`config.mk`:
```
export PLATFORM = sky130hd
export DESIGN_NAME = dsu_top
export DESIGN_NICKNAME = d
export VERILOG_FILES = /design/src/rtl/dsu_pkg.sv /design/src/rtl/dsu_chain.sv /design/src/rtl/dsu_tally.sv /design/src/rtl/dsu_top.sv
export SDC_FILE = /design/constraint.sdc
export NUM_CORES = 1
export LEC_CHECK = 0
export BUFFER_PORTS_ARGS = -buffer_cell sky130_fd_sc_hd__clkbuf_2
export CAP_MARGIN = 0
export CORE_UTILIZATION = 34
export DETAILED_ROUTE_END_ITERATION = 12
export HOLD_SLACK_MARGIN = 0.15
export PLACE_DENSITY = 0.6
export SYNTH_ARGS = -nofsm -noshare
export SYNTH_HDL_FRONTEND = slang
export SYNTH_SLANG_ARGS = --single-unit
export TNS_END_PERCENT = 20
```
`constraint.sdc`:
```
create_clock -name clk -period 3.1 [get_ports clk]
set_clock_uncertainty 0.1 [all_clocks]
set_input_delay 0 -clock clk [delete_from_list [all_inputs] [get_ports clk]]
set_output_delay 0 -clock clk [all_outputs]
set_load 0.05 [all_outputs]
```
`src/rtl/dsu_pkg.sv`:
```
package dsu_pkg;

  localparam logic [2:0] CLS_LOAD  = 3'd1;
  localparam logic [2:0] CLS_STORE = 3'd2;
  localparam logic [2:0] CLS_NSPEC = 3'd3;
  localparam logic [2:0] CLS_NOP   = 3'd4;

  typedef struct packed {
    logic iq;
    logic ld;
    logic st;
    logic ns;
    logic nop;
    logic drop;
    logic take;   // slot claims one instruction-queue entry
    logic full;   // slot met an empty queue: dispatch stops here
  } route_t;

  // Priority per slot: squashed, queue full, then class routing.
  function automatic route_t steer(input logic act, input logic sq,
                                   input logic [2:0] code, input logic full);
    route_t r;
    r = '0;
    if (act) begin
      if (sq)        r.drop = 1'b1;
      else if (full) r.full = 1'b1;
      else begin
        r.take = 1'b1;
        case (code)
          CLS_LOAD:  begin r.ld = 1'b1; r.iq = 1'b1; end
          CLS_STORE: begin r.st = 1'b1; r.iq = 1'b1; end
          CLS_NSPEC: r.ns  = 1'b1;
          CLS_NOP:   r.nop = 1'b1;
          default:   r.iq  = 1'b1;
        endcase
      end
    end
    return r;
  endfunction

endpackage

```
`src/rtl/dsu_chain.sv`:
```
module dsu_chain
  import dsu_pkg::*;
#(
  parameter int WIDTH  = 4,
  parameter int FREE_W = 4,
  localparam int CNT_W = $clog2(WIDTH + 1)
) (
  input  logic [CNT_W-1:0]   grp_size,
  input  logic [3*WIDTH-1:0] grp_cls,
  input  logic [WIDTH-1:0]   grp_sq,
  input  logic [FREE_W-1:0]  iq_free,
  output logic [WIDTH-1:0]   iq_c,
  output logic [WIDTH-1:0]   ld_c,
  output logic [WIDTH-1:0]   st_c,
  output logic [WIDTH-1:0]   ns_c,
  output logic [WIDTH-1:0]   nop_c,
  output logic [WIDTH-1:0]   drop_c,
  output logic               full_c
);
  logic [FREE_W-1:0] avail;
  logic              stopped;
  route_t            rt;

  always_comb begin
    avail   = iq_free;
    stopped = 1'b0;
    iq_c = '0; ld_c = '0; st_c = '0; ns_c = '0; nop_c = '0; drop_c = '0;
    rt = '0;
    for (int i = 0; i < WIDTH; i++) begin
      rt = steer((CNT_W'(i) < grp_size) && !stopped, grp_sq[i],
                 grp_cls[3*i +: 3], avail == '0);
      iq_c[i]   = rt.iq;
      ld_c[i]   = rt.ld;
      st_c[i]   = rt.st;
      ns_c[i]   = rt.ns;
      nop_c[i]  = rt.nop;
      drop_c[i] = rt.drop;
      if (rt.full) stopped = 1'b1;
      if (rt.take) avail = avail - FREE_W'(1);
    end
    full_c = stopped;
  end
endmodule

```
`src/rtl/dsu_tally.sv`:
```
module dsu_tally #(
  parameter int WIDTH = 4,
  localparam int CNT_W = $clog2(WIDTH + 1)
) (
  input  logic [WIDTH-1:0] bits,
  output logic [CNT_W-1:0] cnt
);
  always_comb begin
    cnt = '0;
    for (int i = 0; i < WIDTH; i++) cnt = cnt + CNT_W'(bits[i]);
  end
endmodule

```
`src/rtl/dsu_top.sv`:
```
module dsu_top
  import dsu_pkg::*;
#(
  parameter int WIDTH  = 4,
  parameter int FREE_W = 4,
  localparam int CNT_W = $clog2(WIDTH + 1)
) (
  input  logic               clk,
  input  logic               rst_n,
  input  logic [CNT_W-1:0]   grp_size,
  input  logic [3*WIDTH-1:0] grp_cls,
  input  logic [WIDTH-1:0]   grp_sq,
  input  logic [FREE_W-1:0]  iq_free,
  output logic [WIDTH-1:0]   iq_o,
  output logic [WIDTH-1:0]   ld_o,
  output logic [WIDTH-1:0]   st_o,
  output logic [WIDTH-1:0]   ns_o,
  output logic [WIDTH-1:0]   nop_o,
  output logic [WIDTH-1:0]   drop_o,
  output logic [CNT_W-1:0]   cnt_drop_o,
  output logic [CNT_W-1:0]   cnt_ld_o,
  output logic [CNT_W-1:0]   cnt_st_o,
  output logic [CNT_W-1:0]   cnt_disp_o,
  output logic               block_o,
  output logic               stall_o
);
  logic [WIDTH-1:0] iq_c, ld_c, st_c, ns_c, nop_c, drop_c;
  logic             full_c;
  logic [CNT_W-1:0] n_drop, n_ld, n_st, n_disp;

  dsu_chain #(.WIDTH(WIDTH), .FREE_W(FREE_W)) u_chain (
    .grp_size(grp_size), .grp_cls(grp_cls), .grp_sq(grp_sq), .iq_free(iq_free),
    .iq_c(iq_c), .ld_c(ld_c), .st_c(st_c), .ns_c(ns_c), .nop_c(nop_c),
    .drop_c(drop_c), .full_c(full_c)
  );

  dsu_tally #(.WIDTH(WIDTH)) u_t_drop (.bits(drop_c), .cnt(n_drop));
  dsu_tally #(.WIDTH(WIDTH)) u_t_ld   (.bits(ld_c),   .cnt(n_ld));
  dsu_tally #(.WIDTH(WIDTH)) u_t_st   (.bits(st_c),   .cnt(n_st));
  dsu_tally #(.WIDTH(WIDTH)) u_t_disp (.bits(iq_c),   .cnt(n_disp));

  // one register stage, cleared by reset
  always_ff @(posedge clk) begin
    if (!rst_n) begin
      iq_o <= '0; ld_o <= '0; st_o <= '0; ns_o <= '0; nop_o <= '0; drop_o <= '0;
      cnt_drop_o <= '0; cnt_ld_o <= '0; cnt_st_o <= '0; cnt_disp_o <= '0;
      block_o <= 1'b0; stall_o <= 1'b0;
    end else begin
      iq_o <= iq_c; ld_o <= ld_c; st_o <= st_c; ns_o <= ns_c;
      nop_o <= nop_c; drop_o <= drop_c;
      cnt_drop_o <= n_drop; cnt_ld_o <= n_ld; cnt_st_o <= n_st; cnt_disp_o <= n_disp;
      block_o <= full_c; stall_o <= full_c;
    end
  end

  logic [WIDTH-1:0] touched;
  assign touched = iq_o | ns_o | nop_o | drop_o;


  ld_st_excl_chk: assert property (@(posedge clk) disable iff (!rst_n)
    (ld_o & st_o) == '0);


  mem_has_iq_chk: assert property (@(posedge clk) disable iff (!rst_n)
    ((ld_o | st_o) & ~iq_o) == '0);


  path_excl_chk: assert property (@(posedge clk) disable iff (!rst_n)
    ((iq_o & ns_o) | (iq_o & nop_o) | (ns_o & nop_o) |
     (drop_o & (iq_o | ns_o | nop_o))) == '0);


  contig_chk: assert property (@(posedge clk) disable iff (!rst_n)
    (touched[WIDTH-1:1] & ~touched[WIDTH-2:0]) == '0);


  within_group_chk: assert property (@(posedge clk) disable iff (!rst_n)
    rst_n && $past(rst_n) |-> $countones(touched) <= int'($past(grp_size)));


  stall_budget_chk: assert property (@(posedge clk) disable iff (!rst_n)
    stall_o && $past(rst_n) |-> $countones(iq_o | ns_o | nop_o) == int'($past(iq_free)));
endmodule

```
==> results.toml <==
[sta]
tightestPinTransition_ns = 0.4879
slew_viol_final = 0
slew_headroom_pct = 67.01
hold_violations = 0
period_share_pct = 93.37
finalSetupTns_ns = 0
fmax_ghz = 0.3455
rsz0062_at_grt = "no"
finalSetupViolations = 0
min_period_ns = 2.895

[logic_synthesis]
synth_edf_count = 0
ys_seq_area_share_pct = 42.53
synth.distinct_cells = 43
synthFlopType = "dfxtp_1"
synth_top_area_share_pct = 42.53
ys_top_cells_by_count = "dfxtp_1, nor2_1, and2_1"
yosysWarnings = 0
yosysMostFrequentCell = "dfxtp_1"
ys_ff_latch = 37
syn_inst = 186
syn-num-nets = 224
yosys.area.top_type = "dfxtp_1"
syn_area_mm2 = 0.001742
synthTopCellsByArea = "dfxtp_1, ha_1, and2_1"
async_flop_share_pct = 0
synth_area_per_cell_um2 = 9.364

[global_routing]
grt_pass1_wl_mm = 6.858
grt_use_total_pct = 16.93
grt_pass1_vias = 1536
antenna_found_initial = 0
grt_start_max_net_pins = 28
grt-ovfl-total = 0

[finish]
final_nets = 322
multi_input_area_um2 = 977.2
drive_gt1_share_pct = 28.07
regArea_um2 = 740.7
fillers = 475
n_antenna_cell = 0
area_growth_pct = 45.98
final_core_util_pct = 52.78

[critical_path]
start_kind = "input pin"
crit_fanout = 9
setup.worst_path.class = "in -> reg"
critPathRequiredTime_ns = 3.17
arrival_ns = 2.97
cp_slowest_cell = "dlygate4sd3_1"
endpoint_kind = "register"
slowest_delay_ns = 0.52
crit_chain = "dlygate4sd3_1, clkbuf_2, nor3_4, or3_1, a221o_1, o2bb2ai_1, a211o_4, nor3_1, fa_1, and2_1"

[cts]
cts_tree = "yes"
cts_sinks = 37
cts_made_buffers = 5
cts_setup_buffers = 0
htree_num_levels = 2
cts_buffer_depth = 2
root_buffer = "clkbuf_8"
clk_pin_slew_ns = 0.07

[pwr]
internal_power_mw = 0.7399
ir_drop_mv = 0.1628
power_switching_share_pct = 30.23
p_sw_mw = 0.3206
pwr-share-seq_pct = 46.9
p_per_area_mw_per_mm2 = 417.1
p_total_mw = 1.060
clockPowerShare_pct = 29.9
comb_power_share_pct = 23.1
p_leak_nw = 1.232

[floorplan]
die-area_mm2 = 0.005413
ios = 63
die_width_um = 73.57
rows = 25
core_area_mm2 = 0.004817
initial_utilization_pct = 36.16
die_h_um = 73.57

[status]
status = "complete, no violations"

[detailed_routing]
routed_via_density = 4.639
detail-route-antenna-nets = 0
routed_wl_mm = 4.166
vias = 1633
drc_errors = 0
firstDrtPassIters = 4
drt_iter0_markers = 41
wl_per_cell_um = 11.84

[placed_design]
place_congestion = 0.8592
dp_hpwl_mm = 2.972
portBuffers = 62

[hold_path]
hp-class = "in -> reg"

[run]
maxCapViolations = 0
==> critical path, delay by kind of cell <==
kind,cells,cell delay (ns)
fa+ha+maj,1,0.47
compound gates,3,0.90
simple gates,4,0.90
buf+inv,2,0.69
==> worst paths after layout <==
path,startpoint,cells past startpoint,slack (ns),endpoint
hold / removal,grp_size[0],4,0.18,drop_o[0]$_SDFF_PN0_
setup / recovery,grp_size[1],10,0.21,cnt_ld_o[0]$_SDFF_PN0_
==> power by group through the flow <==
stage                     registers, mW  clock network (mW)  logic [mW]
final                             0.498               0.318       0.245
after global routing              0.499               0.349       0.268
after CTS                         0.498               0.329       0.243
after detailed placement          0.509                   0       0.218
after global placement            0.509                   0       0.216
after floorplan                   0.570                   0      0.0888
==> area by class of cell <==
cell class / instances / share of cell area [%]
Clock buffer: 6 / 2.854
Clock inverter: 2 / 0.3937
Inverter: 2 / 0.2953
Multi-Input combinational cell: 141 / 38.44
Sequential cell: 37 / 29.13
Tap cell: 67 / 3.297
Timing Repair Buffer: 97 / 25.59
==> cells by family after synthesis <==
logic type / Yosys count / synth area share, %
compound gates: 21 / 8.693
buf+inv: 8 / 2.011
fa+ha+maj: 13 / 11.06
mux: 1 / 0.5747
flops: 37 / 42.53
xor+xnor: 1 / 0.5030
simple gates: 105 / 34.63
==> stage by stage <==
| stage | cell area [um2] | hold WS (ns) | worst slack [ns] | cells |
|---|---|---|---|---|
| 2_1_floorplan | 1742 | -0.02342 | 0.003745 | 186 |
| 6_report | 2542 | 0.1822 | 0.2054 | 352 |
| 3_3_place_gp | 2138 | 0.1448 | 0.1254 | 313 |
| 4_1_cts | 2531 | 0.1522 | 0.1119 | 352 |
| 5_1_grt | 2542 | 0.1931 | 0.05262 | 352 |
| 3_5_place_dp | 2138 | 0.1460 | 0.04065 | 313 |
==> sequential cells by signal, indices dropped and copies added (netlist names), 3 cells and up <==
name,count
ld_o,4
drop_o,4
cnt_ld_o,3
nop_o,4
cnt_st_o,3
iq_o,4
ns_o,4
cnt_drop_o,3
cnt_disp_o,3
st_o,4
==> cell usage in the layout (no fill, tap or decap), drive strengths merged, types with 2 or more instances in the layout <==
master,n
and4,2
nand3,4
o21ai,4
fa,4
a21oi,5
nand2,11
clkinv,2
and3,6
nor2,24
or3,3
inv,2
dlygate4sd3,31
buf,4
a21boi,2
nand2b,4
clkbuf,68
dfxtp,37
and2,16
nand3b,4
nor3,10
nor2b,4
or2,2
nor4b,5
nor3b,4
ha,9
nor4,2
==> repair_timing <==
action,in CTS,in global routing
gates resized for setup,0,2
hold buffers,31,0
setup endpoints to repair,0,3
endpoints found under the hold margin,24,0
==> per-layer routing <==
layer,track usage [%],wire (um),share of wire (%)
met5,0,0,0
met4,7.692,85,2.0
met3,4.527,224,5.4
met2,27.73,1896,46
met1,20.71,1960,47
(Power assumes the default switching activity.)
